==> config.mk <==
export PLATFORM = sky130hd
export DESIGN_NAME = slink_ctrl
export DESIGN_NICKNAME = d
export VERILOG_FILES = /design/src/rtl/slink_pkg.sv /design/src/rtl/slink_tx_framer.sv /design/src/rtl/slink_rx_lane.sv /design/src/rtl/slink_ctrl.sv
export SDC_FILE = /design/constraint.sdc
export NUM_CORES = 2
export LEC_CHECK = 0
export BUFFER_PORTS_ARGS = -buffer_cell sky130_fd_sc_hd__clkbuf_2
export CORE_AREA = 2 2 507 509
export CTS_BUF_LIST = sky130_fd_sc_hd__clkbuf_16
export DETAILED_ROUTE_END_ITERATION = 8
export DIE_AREA = 0 0 509 511
export PLACE_DENSITY = 0.54
export SLEW_MARGIN = 20
export SYNTH_ARGS = -nofsm -noshare
export SYNTH_HDL_FRONTEND = slang
export SYNTH_SLANG_ARGS = --single-unit
==> constraint.sdc <==
create_clock -name bit_clk -period 2 [get_ports bit_clk]
set_input_delay 0.4 -clock bit_clk [delete_from_list [all_inputs] [get_ports bit_clk]]
set_output_delay 0.4 -clock bit_clk [all_outputs]
set_load 0.005 [all_outputs]
==> src/rtl/slink_pkg.sv <==
`timescale 1ns/1ps
package slink_pkg;

    // Link sequencing states
    typedef enum logic [1:0] {
        ST_HOLD = 2'd0,   // codec reset asserted
        ST_ARM  = 2'd1,   // reset released, one idle bit period
        ST_RUN  = 2'd2    // frames running
    } link_state_e;

endpackage

==> src/rtl/slink_tx_framer.sv <==
`timescale 1ns/1ps
module slink_tx_framer
    import slink_pkg::*;
#(
    parameter int FRAME_BITS = 256,
    parameter int TAG_BITS   = 16,
    parameter int RST_CYCLES = 4
) (
    input  logic                          bit_clk,
    input  logic                          rst_n,
    input  logic                          cold_rst_req,
    input  logic [FRAME_BITS-1:0]         tx_frame,
    output logic                          tx_frame_take,
    output logic                          link_sync,
    output logic                          link_sdo,
    output logic                          link_rst_n,
    output logic                          live,
    output logic                          last_bit,
    output logic [$clog2(FRAME_BITS)-1:0] frame_pos
);

    localparam int CNT_W  = $clog2(FRAME_BITS);
    localparam int HOLD_W = (RST_CYCLES > 1) ? $clog2(RST_CYCLES) : 1;
    localparam logic [CNT_W-1:0]  LAST_POS = CNT_W'(FRAME_BITS - 1);
    localparam logic [CNT_W-1:0]  TAG_LAST = CNT_W'(TAG_BITS - 1);
    localparam logic [HOLD_W-1:0] HOLD_END = HOLD_W'(RST_CYCLES - 1);

    link_state_e             state_q;
    link_state_e             state_d;
    logic [HOLD_W-1:0]       hold_q;
    logic [CNT_W-1:0]        bit_cnt;
    logic [FRAME_BITS-1:0]   out_sh;
    logic                    hold_done;
    logic                    at_wrap;

    assign hold_done = (hold_q == HOLD_END);
    assign at_wrap   = (bit_cnt == LAST_POS);

    // State register
    always_ff @(posedge bit_clk or negedge rst_n) begin
        if (!rst_n) begin
            state_q <= ST_HOLD;
        end else begin
            state_q <= state_d;
        end
    end

    // Transitions: hold-done, launch, wrap, abort
    always_comb begin
        state_d = state_q;
        unique case (state_q)
            ST_HOLD: if (!cold_rst_req && hold_done) state_d = ST_ARM;
            ST_ARM:  state_d = cold_rst_req ? ST_HOLD : ST_RUN;
            ST_RUN:  state_d = cold_rst_req ? ST_HOLD : ST_RUN;
            default: state_d = ST_HOLD;
        endcase
    end

    // Outputs and datapath, all launched on the rising edge
    always_ff @(posedge bit_clk or negedge rst_n) begin
        if (!rst_n) begin
            hold_q        <= '0;
            bit_cnt       <= '0;
            out_sh        <= '0;
            link_sync     <= 1'b0;
            link_sdo      <= 1'b0;
            tx_frame_take <= 1'b0;
            link_rst_n    <= 1'b0;
        end else begin
            unique case (state_q)
                ST_HOLD: begin
                    link_sync     <= 1'b0;
                    link_sdo      <= 1'b0;
                    tx_frame_take <= 1'b0;
                    bit_cnt       <= '0;
                    if (cold_rst_req) begin
                        hold_q <= '0;
                    end else if (hold_done) begin
                        hold_q     <= '0;
                        link_rst_n <= 1'b1;
                    end else begin
                        hold_q <= hold_q + 1'b1;
                    end
                end
                ST_ARM, ST_RUN: begin
                    if (cold_rst_req) begin
                        link_rst_n    <= 1'b0;
                        link_sync     <= 1'b0;
                        link_sdo      <= 1'b0;
                        tx_frame_take <= 1'b0;
                        bit_cnt       <= '0;
                        hold_q        <= '0;
                    end else if (state_q == ST_ARM || at_wrap) begin
                        bit_cnt       <= '0;
                        link_sync     <= 1'b1;
                        link_sdo      <= tx_frame[FRAME_BITS-1];
                        out_sh        <= {tx_frame[FRAME_BITS-2:0], 1'b0};
                        tx_frame_take <= 1'b1;
                    end else begin
                        bit_cnt       <= bit_cnt + 1'b1;
                        link_sync     <= link_sync && (bit_cnt != TAG_LAST);
                        link_sdo      <= out_sh[FRAME_BITS-1];
                        out_sh        <= {out_sh[FRAME_BITS-2:0], 1'b0};
                        tx_frame_take <= 1'b0;
                    end
                end
                default: begin
                    link_rst_n <= 1'b0;
                    link_sync  <= 1'b0;
                    link_sdo   <= 1'b0;
                end
            endcase
        end
    end

    assign live      = (state_q == ST_RUN);
    assign last_bit  = live && at_wrap;
    assign frame_pos = bit_cnt;

endmodule

==> src/rtl/slink_rx_lane.sv <==
`timescale 1ns/1ps
module slink_rx_lane #(
    parameter int FRAME_BITS = 256
) (
    input  logic                  bit_clk,
    input  logic                  rst_n,
    input  logic                  live,
    input  logic                  last_bit,
    input  logic                  lane_on,
    input  logic                  sdi,
    output logic [FRAME_BITS-1:0] rx_word,
    output logic                  rx_valid
);

    logic [FRAME_BITS-1:0] in_sh;
    logic [FRAME_BITS-1:0] in_next;

    assign in_next = {in_sh[FRAME_BITS-2:0], sdi};

    // Capture on the falling edge after each launching rising edge
    always_ff @(negedge bit_clk or negedge rst_n) begin
        if (!rst_n) begin
            in_sh    <= '0;
            rx_word  <= '0;
            rx_valid <= 1'b0;
        end else begin
            rx_valid <= 1'b0;
            if (live) begin
                in_sh <= in_next;
                if (last_bit && lane_on) begin
                    rx_word  <= in_next;
                    rx_valid <= 1'b1;
                end
            end
        end
    end

endmodule

==> src/rtl/slink_ctrl.sv <==
`timescale 1ns/1ps
module slink_ctrl #(
    parameter int NUM_LANES  = 4,
    parameter int FRAME_BITS = 256,
    parameter int TAG_BITS   = 16,
    parameter int RST_CYCLES = 4
) (
    input  logic                            bit_clk,
    input  logic                            rst_n,
    input  logic                            cold_rst_req,
    input  logic [NUM_LANES-1:0]            lane_en,
    input  logic [FRAME_BITS-1:0]           tx_frame,
    output logic                            tx_frame_take,
    output logic                            link_sync,
    output logic                            link_sdo,
    output logic                            link_rst_n,
    input  logic [NUM_LANES-1:0]            link_sdi,
    output logic [NUM_LANES*FRAME_BITS-1:0] rx_frame,
    output logic [NUM_LANES-1:0]            rx_valid
);

    localparam int CNT_W = $clog2(FRAME_BITS);

    logic             live;
    logic             last_bit;
    logic [CNT_W-1:0] frame_pos;

    slink_tx_framer #(
        .FRAME_BITS (FRAME_BITS),
        .TAG_BITS   (TAG_BITS),
        .RST_CYCLES (RST_CYCLES)
    ) u_tx (
        .bit_clk       (bit_clk),
        .rst_n         (rst_n),
        .cold_rst_req  (cold_rst_req),
        .tx_frame      (tx_frame),
        .tx_frame_take (tx_frame_take),
        .link_sync     (link_sync),
        .link_sdo      (link_sdo),
        .link_rst_n    (link_rst_n),
        .live          (live),
        .last_bit      (last_bit),
        .frame_pos     (frame_pos)
    );

    for (genvar l = 0; l < NUM_LANES; l++) begin : g_lane
        slink_rx_lane #(
            .FRAME_BITS (FRAME_BITS)
        ) u_lane (
            .bit_clk  (bit_clk),
            .rst_n    (rst_n),
            .live     (live),
            .last_bit (last_bit),
            .lane_on  (lane_en[l]),
            .sdi      (link_sdi[l]),
            .rx_word  (rx_frame[l*FRAME_BITS +: FRAME_BITS]),
            .rx_valid (rx_valid[l])
        );
    end

endmodule

# Yosys cells after proc, flatten, opt, wreduce, memory -nomap -nowiden
# Cells that the tools add are included.
[op_classes] addsub=2 n_eq_ne=9 mux=32 bitwise_logic=1 n_reduce_logical=19
[ops] operator="$mux W256" count=1
[ops] operator="$mux W1" count=19
[ops] operator="$mux W8" count=2
[ops] operator="$pmux W8 S2" count=1
[ops] operator="$reduce_and A2 Y1" count=6
[ops] operator="$mux W2" count=5
[ops] operator="$add A8 B1 Y8 const B" count=1
[ops] operator="$eq A8 B8 Y1 const B" count=1
[ops] operator="$ne A8 B4 Y1 const B" count=1
[ops] operator="$pmux W2 S2" count=2
[ops] operator="$logic_and A1 B1 Y1" count=7
[ops] operator="$ne A2 B1 Y1 const B" count=3
[ops] operator="$eq A2 B2 Y1 const B" count=2
[ops] operator="$pmux W1 S2" count=2
[ops] operator="$reduce_and A3 Y1" count=1
[ops] operator="$add A2 B1 Y2 const B" count=1
[ops] operator="$eq A2 B1 Y1 const B" count=1
[ops] operator="$logic_not A2 Y1" count=1
[ops] operator="$ne A2 B2 Y1 const B" count=1
[ops] operator="$reduce_bool A2 Y1" count=1
[ops] operator="$reduce_or A2 Y1" count=1
[ops] operator="$logic_not A1 Y1" count=1
[ops] operator="$logic_or A1 B1 Y1" count=1
[ops] operator="$not A1 Y1" count=1
[totals] reg_bits=2320 in_bits=267 out_inout_bits=1032 elab_cells=83

# Longest topological paths before layout
[logic_depth] depth_word=5 depth_mapped=9 mapped_depth_nobuf=6

# By module
# A second synthesis with hierarchy kept.
[unflattened] hier_cells=5525 area_unflattened_um2=87521.4
[modules_own_cells] mod="slink_rx_lane" n_inst=4 cells_per_inst=1081 area_per_inst_um2=18900.6 seq_area_each_um2=12812.3
[modules_own_cells] mod="slink_tx_framer" n_inst=1 cells_per_inst=1201 area_per_inst_um2=11918.9 seq_area_each_um2=6781.5

==> impl_summary.log <==
INFO  metric crit_path_cell_trace = inv_2 > ha_4 > and4_4 > buf_4 > buf_4 > nand3_4 > buf_12 > buf_16 > mux2_2
INFO  metric ys_top_cells_by_area = dfrtn_1, mux2_2, dfrtp_1
INFO  metric placement.setup.worst_slack = -1240 ps
INFO  metric grt_usage = 18.6%
INFO  metric critical_path_class = reg -> reg
INFO  metric synth-seq-area-share = 64.5%
INFO  metric switchingPower = 30.2 mW
INFO  metric measured_slew_at_the_worst_slew_check_pin = 871 ps
INFO  metric fin_ws = -1180 ps
INFO  metric n_fill_cell = between 20000 and 25000
INFO  metric async_flop_share = 100%
INFO  metric dp_hpwl = approximately 180000 microns
INFO  metric post-synth-top-area-fraction = 57.0%
INFO  metric yosys_reg_bits = 2319
INFO  metric met1Wirelength = slightly above 100000 microns
INFO  metric synth_area_leader_cell = dfrtn_1
INFO  metric power_leakage = 60.3 nW
INFO  metric cts_root_buf = clkbuf_16
INFO  metric route.met3.wl = ~16000 microns
INFO  metric overflow = 0
INFO  metric ctsHtreeMaxLevel = 4
INFO  metric clk_transition_reported_paths = 60 ps
INFO  metric share_comb_of_total_power = between 10% and 20%
INFO  metric synth-main-ff-cell = dfrtn_1
INFO  metric finalMaxSlewViolations = 0
INFO  metric cellInternalPower = 88.9 mW
INFO  metric die-height = between 500 and 600 microns
INFO  metric placeableCoreArea = 255000 sq um
INFO  metric numClockSinks = 2319
INFO  metric io_buffers = 1298
INFO  metric critical-path-slowest-cell = dfrtp_1
INFO  metric start_util = between 30% and 40%
INFO  metric dp.cells = 9975
INFO  metric holdCritPathClass = in -> reg
INFO  metric synth.net_count = about 5500
INFO  metric number_of_instances_in_the_synthesized_netlist = 5249
INFO  metric nNetsFinal = between 7000 and 8000
INFO  metric power.density_cell_area = between 1000 and 1500 nW/um^2
INFO  metric post_drt_via_cell_ratio = 4.76
INFO  metric status = finished with violations
INFO  metric worst_r2r_startpoint = u_tx.state_q[0]
INFO  metric cp_data_arrival_time = 2790 ps
INFO  metric finalClockSkew = 92.2 ps
INFO  metric max-slew-margin-rel = 42.0%
INFO  metric grt_setup_unrepaired = yes
INFO  metric worstPathMaxFanout = 25
INFO  metric pwr-share-seq = 44.1%
INFO  metric r2r_depth = 9
INFO  metric final_design_area_no_fill = 115000 sq um
INFO  metric synth.distinct_cells = between 40 and 50
INFO  metric violations = setup timing
INFO  metric drc = 0
INFO  metric post_layout_nonfiller_instances = 10767
INFO  metric dr_total_vias = 51276
INFO  metric final.setup.tns = -2993830 ps
INFO  metric number_of_placement_rows = 186
INFO  metric via_count_of_the_first_global_routing_pass = 54467
INFO  metric max_cap_viol_count = 0
INFO  metric post_synth_instance_area = 89900 sq um
INFO  metric placement.cell_area = around 100000 sq um
INFO  metric worst_case_hold_path_end_point = u_tx.out_sh[165]
INFO  metric critPathTopFamily = buffers and inverters
INFO  metric critPathMaxStageDelay = 370 ps
INFO  metric cp_common_cell = buf_4
INFO  metric hold_viol = 0
INFO  metric switching_share = 25.4%
INFO  metric number_of_flops_mapped_to_enable_cells_by_yosys = 0
INFO  metric cts_buffers = roughly 240
INFO  metric worst_hold_path.num_cells = 4
INFO  metric routed_wire_length_per_instance = 23.0 microns
INFO  metric hold_path_startpoint = tx_frame[164]
INFO  metric element_type_at_the_critical_path_end = flop
INFO  metric drt_iter0_markers = 2308
INFO  metric finalSetupViolations = 3338
INFO  metric final_core_utilization = roughly 45%
INFO  metric grt_antenna_before_repair = 27
INFO  metric met2RoutedLength = between 100000 and 150000 microns
INFO  metric finalWeightedCongestion = about 0.82
INFO  metric reg2reg_slack = -1180 ps
INFO  metric most_frequently_used_cell_type_in_the_post_synthesis_netlist = mux2_2
INFO  metric path_buf_inv = 5
INFO  metric synth_area_per_cell = between 15 and 20 sq um
INFO  metric route.top_layer_used = met5
INFO  metric synth-warning-count = 0
INFO  metric worstSkewPairLatency = 810 ps
INFO  metric start_kind = flop
INFO  metric power.ir.vdd_worst = 947 uV
INFO  metric clock_power_share = around 37%
INFO  metric firstDrtPassIters = 4
INFO  metric cts_buffer_depth = 3
INFO  metric wl = 247000 microns
INFO  metric cts_tree = built
INFO  metric grt_pass1_wl = 366000 microns
INFO  metric worst-endpoint-required = roughly 1600 ps
INFO  metric die-area = 260000 sq um
INFO  metric largest_net_degree_at_the_start_of_global_routing = 140
INFO  metric synthToLayoutAreaGrowth = 27.9%
INFO  metric drive_above_1_share = 62.6%
INFO  metric num_io_pins = 1299
INFO  metric critical_path_cell_count = 9
INFO  metric yosys-top-cells-count = mux2_2, dfrtn_1, dfrtp_1, mux2_4, buf_2
INFO  metric rr_endpoint = g_lane[1].u_lane.rx_word[195]
INFO  metric drtAntennaViolNets = 0
INFO  metric floorplan.die.width = 509 microns
## layout make-up
| cell class | instances | area [sq um] | share of cell area (%) |
|---|---|---|---|
| sequential | 2319 | 58000 | 50.4 |
| multi-input combinational | 2632 | 30200 | 26.3 |
| timing repair buffer | 1964 | 14800 | 12.8 |
| clock buffer | 241 | 6030 | 5.24 |
| tap | 3384 | 4230 | 3.68 |
| clock inverter | 199 | 1640 | 1.42 |
| inverter | 9 | 51.3 | 0.0446 |
| antenna | 18 | 45.0 | 0.0392 |
| timing repair inverter | 1 | 11.3 | 0.00979 |
## layer usage
layer,global-route usage [%],vias to the layer above
met2,29.9,1194
met1,23.5,27039
li1,-,22648
met3,5.12,379
met4,7.88,16
met5,0,-
## worst reg2reg max path, stage by stage (launching register included)
cell,delay [ps]
dfrtp_1,370
inv_2,70
ha_4,160
and4_4,150
buf_4,140
buf_4,130
nand3_4,120
buf_12,200
buf_16,280
mux2_2,360
## logic make-up after synthesis
kind of cell,Yosys count,share of synthesized area (%)
AOI/OAI and AO/OA,29,0.205
adders and majority gates,6,0.0835
DFF,2319,64.5
buffers and inverters,298,2.03
muxes,2553,32.9
and+or+nand+nor,44,0.281
## repair_timing
| item | in CTS | in global routing |
|---|---|---|
| hold endpoints to repair | 271 | 0 |
| pin swaps | 5 | 1 |
| hold buffers | 258 | 0 |
| resized for setup | 75 | 47 |
| cloned | 21 | 16 |
| endpoints found under the setup margin | 3335 | 3492 |
| setup buffers | 31 | 14 |
## power by group through the flow
stage | Clock [mW] | Sequential [mW] | Combinational, mW
final | 43.7 | 52.5 | 22.9
after global routing | 47.0 | 52.8 | 24.6
after CTS | 45.0 | 52.5 | 22.7
after detailed placement | 0 | 53.2 | 22.1
after global placement | 0 | 53.1 | 21.7
after floorplan | 0 | 52.3 | 17.8
## stage by stage
stage / total power [mW] / hold WS [ps]
global placement: 74.8 / 446
finish: 119 / 422
CTS: 120 / 312
floorplan: 70.1 / 104
global route: 124 / 356
detailed placement: 75.3 / 452
## flip-flops by register name, summed over array words and instances, names as in the netlist
register,flops
u_tx.link_sync,1
u_tx.hold_q,2
g_lane.u_lane.rx_valid,4
u_tx.state_q,2
g_lane.u_lane.in_sh,1020
u_tx.frame_pos,8
u_tx.tx_frame_take,1
u_tx.link_rst_n,1
u_tx.out_sh,255
g_lane.u_lane.rx_word,1024
u_tx.link_sdo,1
## worst max-delay path by stage
stage                     from  slack, ps                       endpoint
4_1_cts        u_tx.state_q[0]      -1210  g_lane[1].u_lane.rx_word[187]
2_1_floorplan  u_tx.state_q[0]       -900  g_lane[0].u_lane.rx_word[206]
3_3_place_gp   u_tx.state_q[0]      -1230  g_lane[3].u_lane.rx_word[127]
5_1_grt        u_tx.state_q[0]      -1270  g_lane[3].u_lane.rx_word[164]
6_report       u_tx.state_q[0]      -1180  g_lane[1].u_lane.rx_word[195]
3_5_place_dp   u_tx.state_q[0]      -1240  g_lane[3].u_lane.rx_word[239]
## cells in the final DEF (no fill, tap or decap), types with 8 or more instances in the layout
master and count:
buf_6 16, mux2_2 2318, nand2_1 14, dlygate4sd3_1 258
clkbuf_2 1297, mux2_4 234, dfrtn_1 2048, clkinv_1 58
buf_4 210, inv_1 51, buf_12 132, clkbuf_16 255
inv_6 8, diode_2 18, buf_16 28, dfrtp_1 271
clkinv_2 50, o21ai_0 11, bufinv_16 21
(Power assumes the default switching activity.)
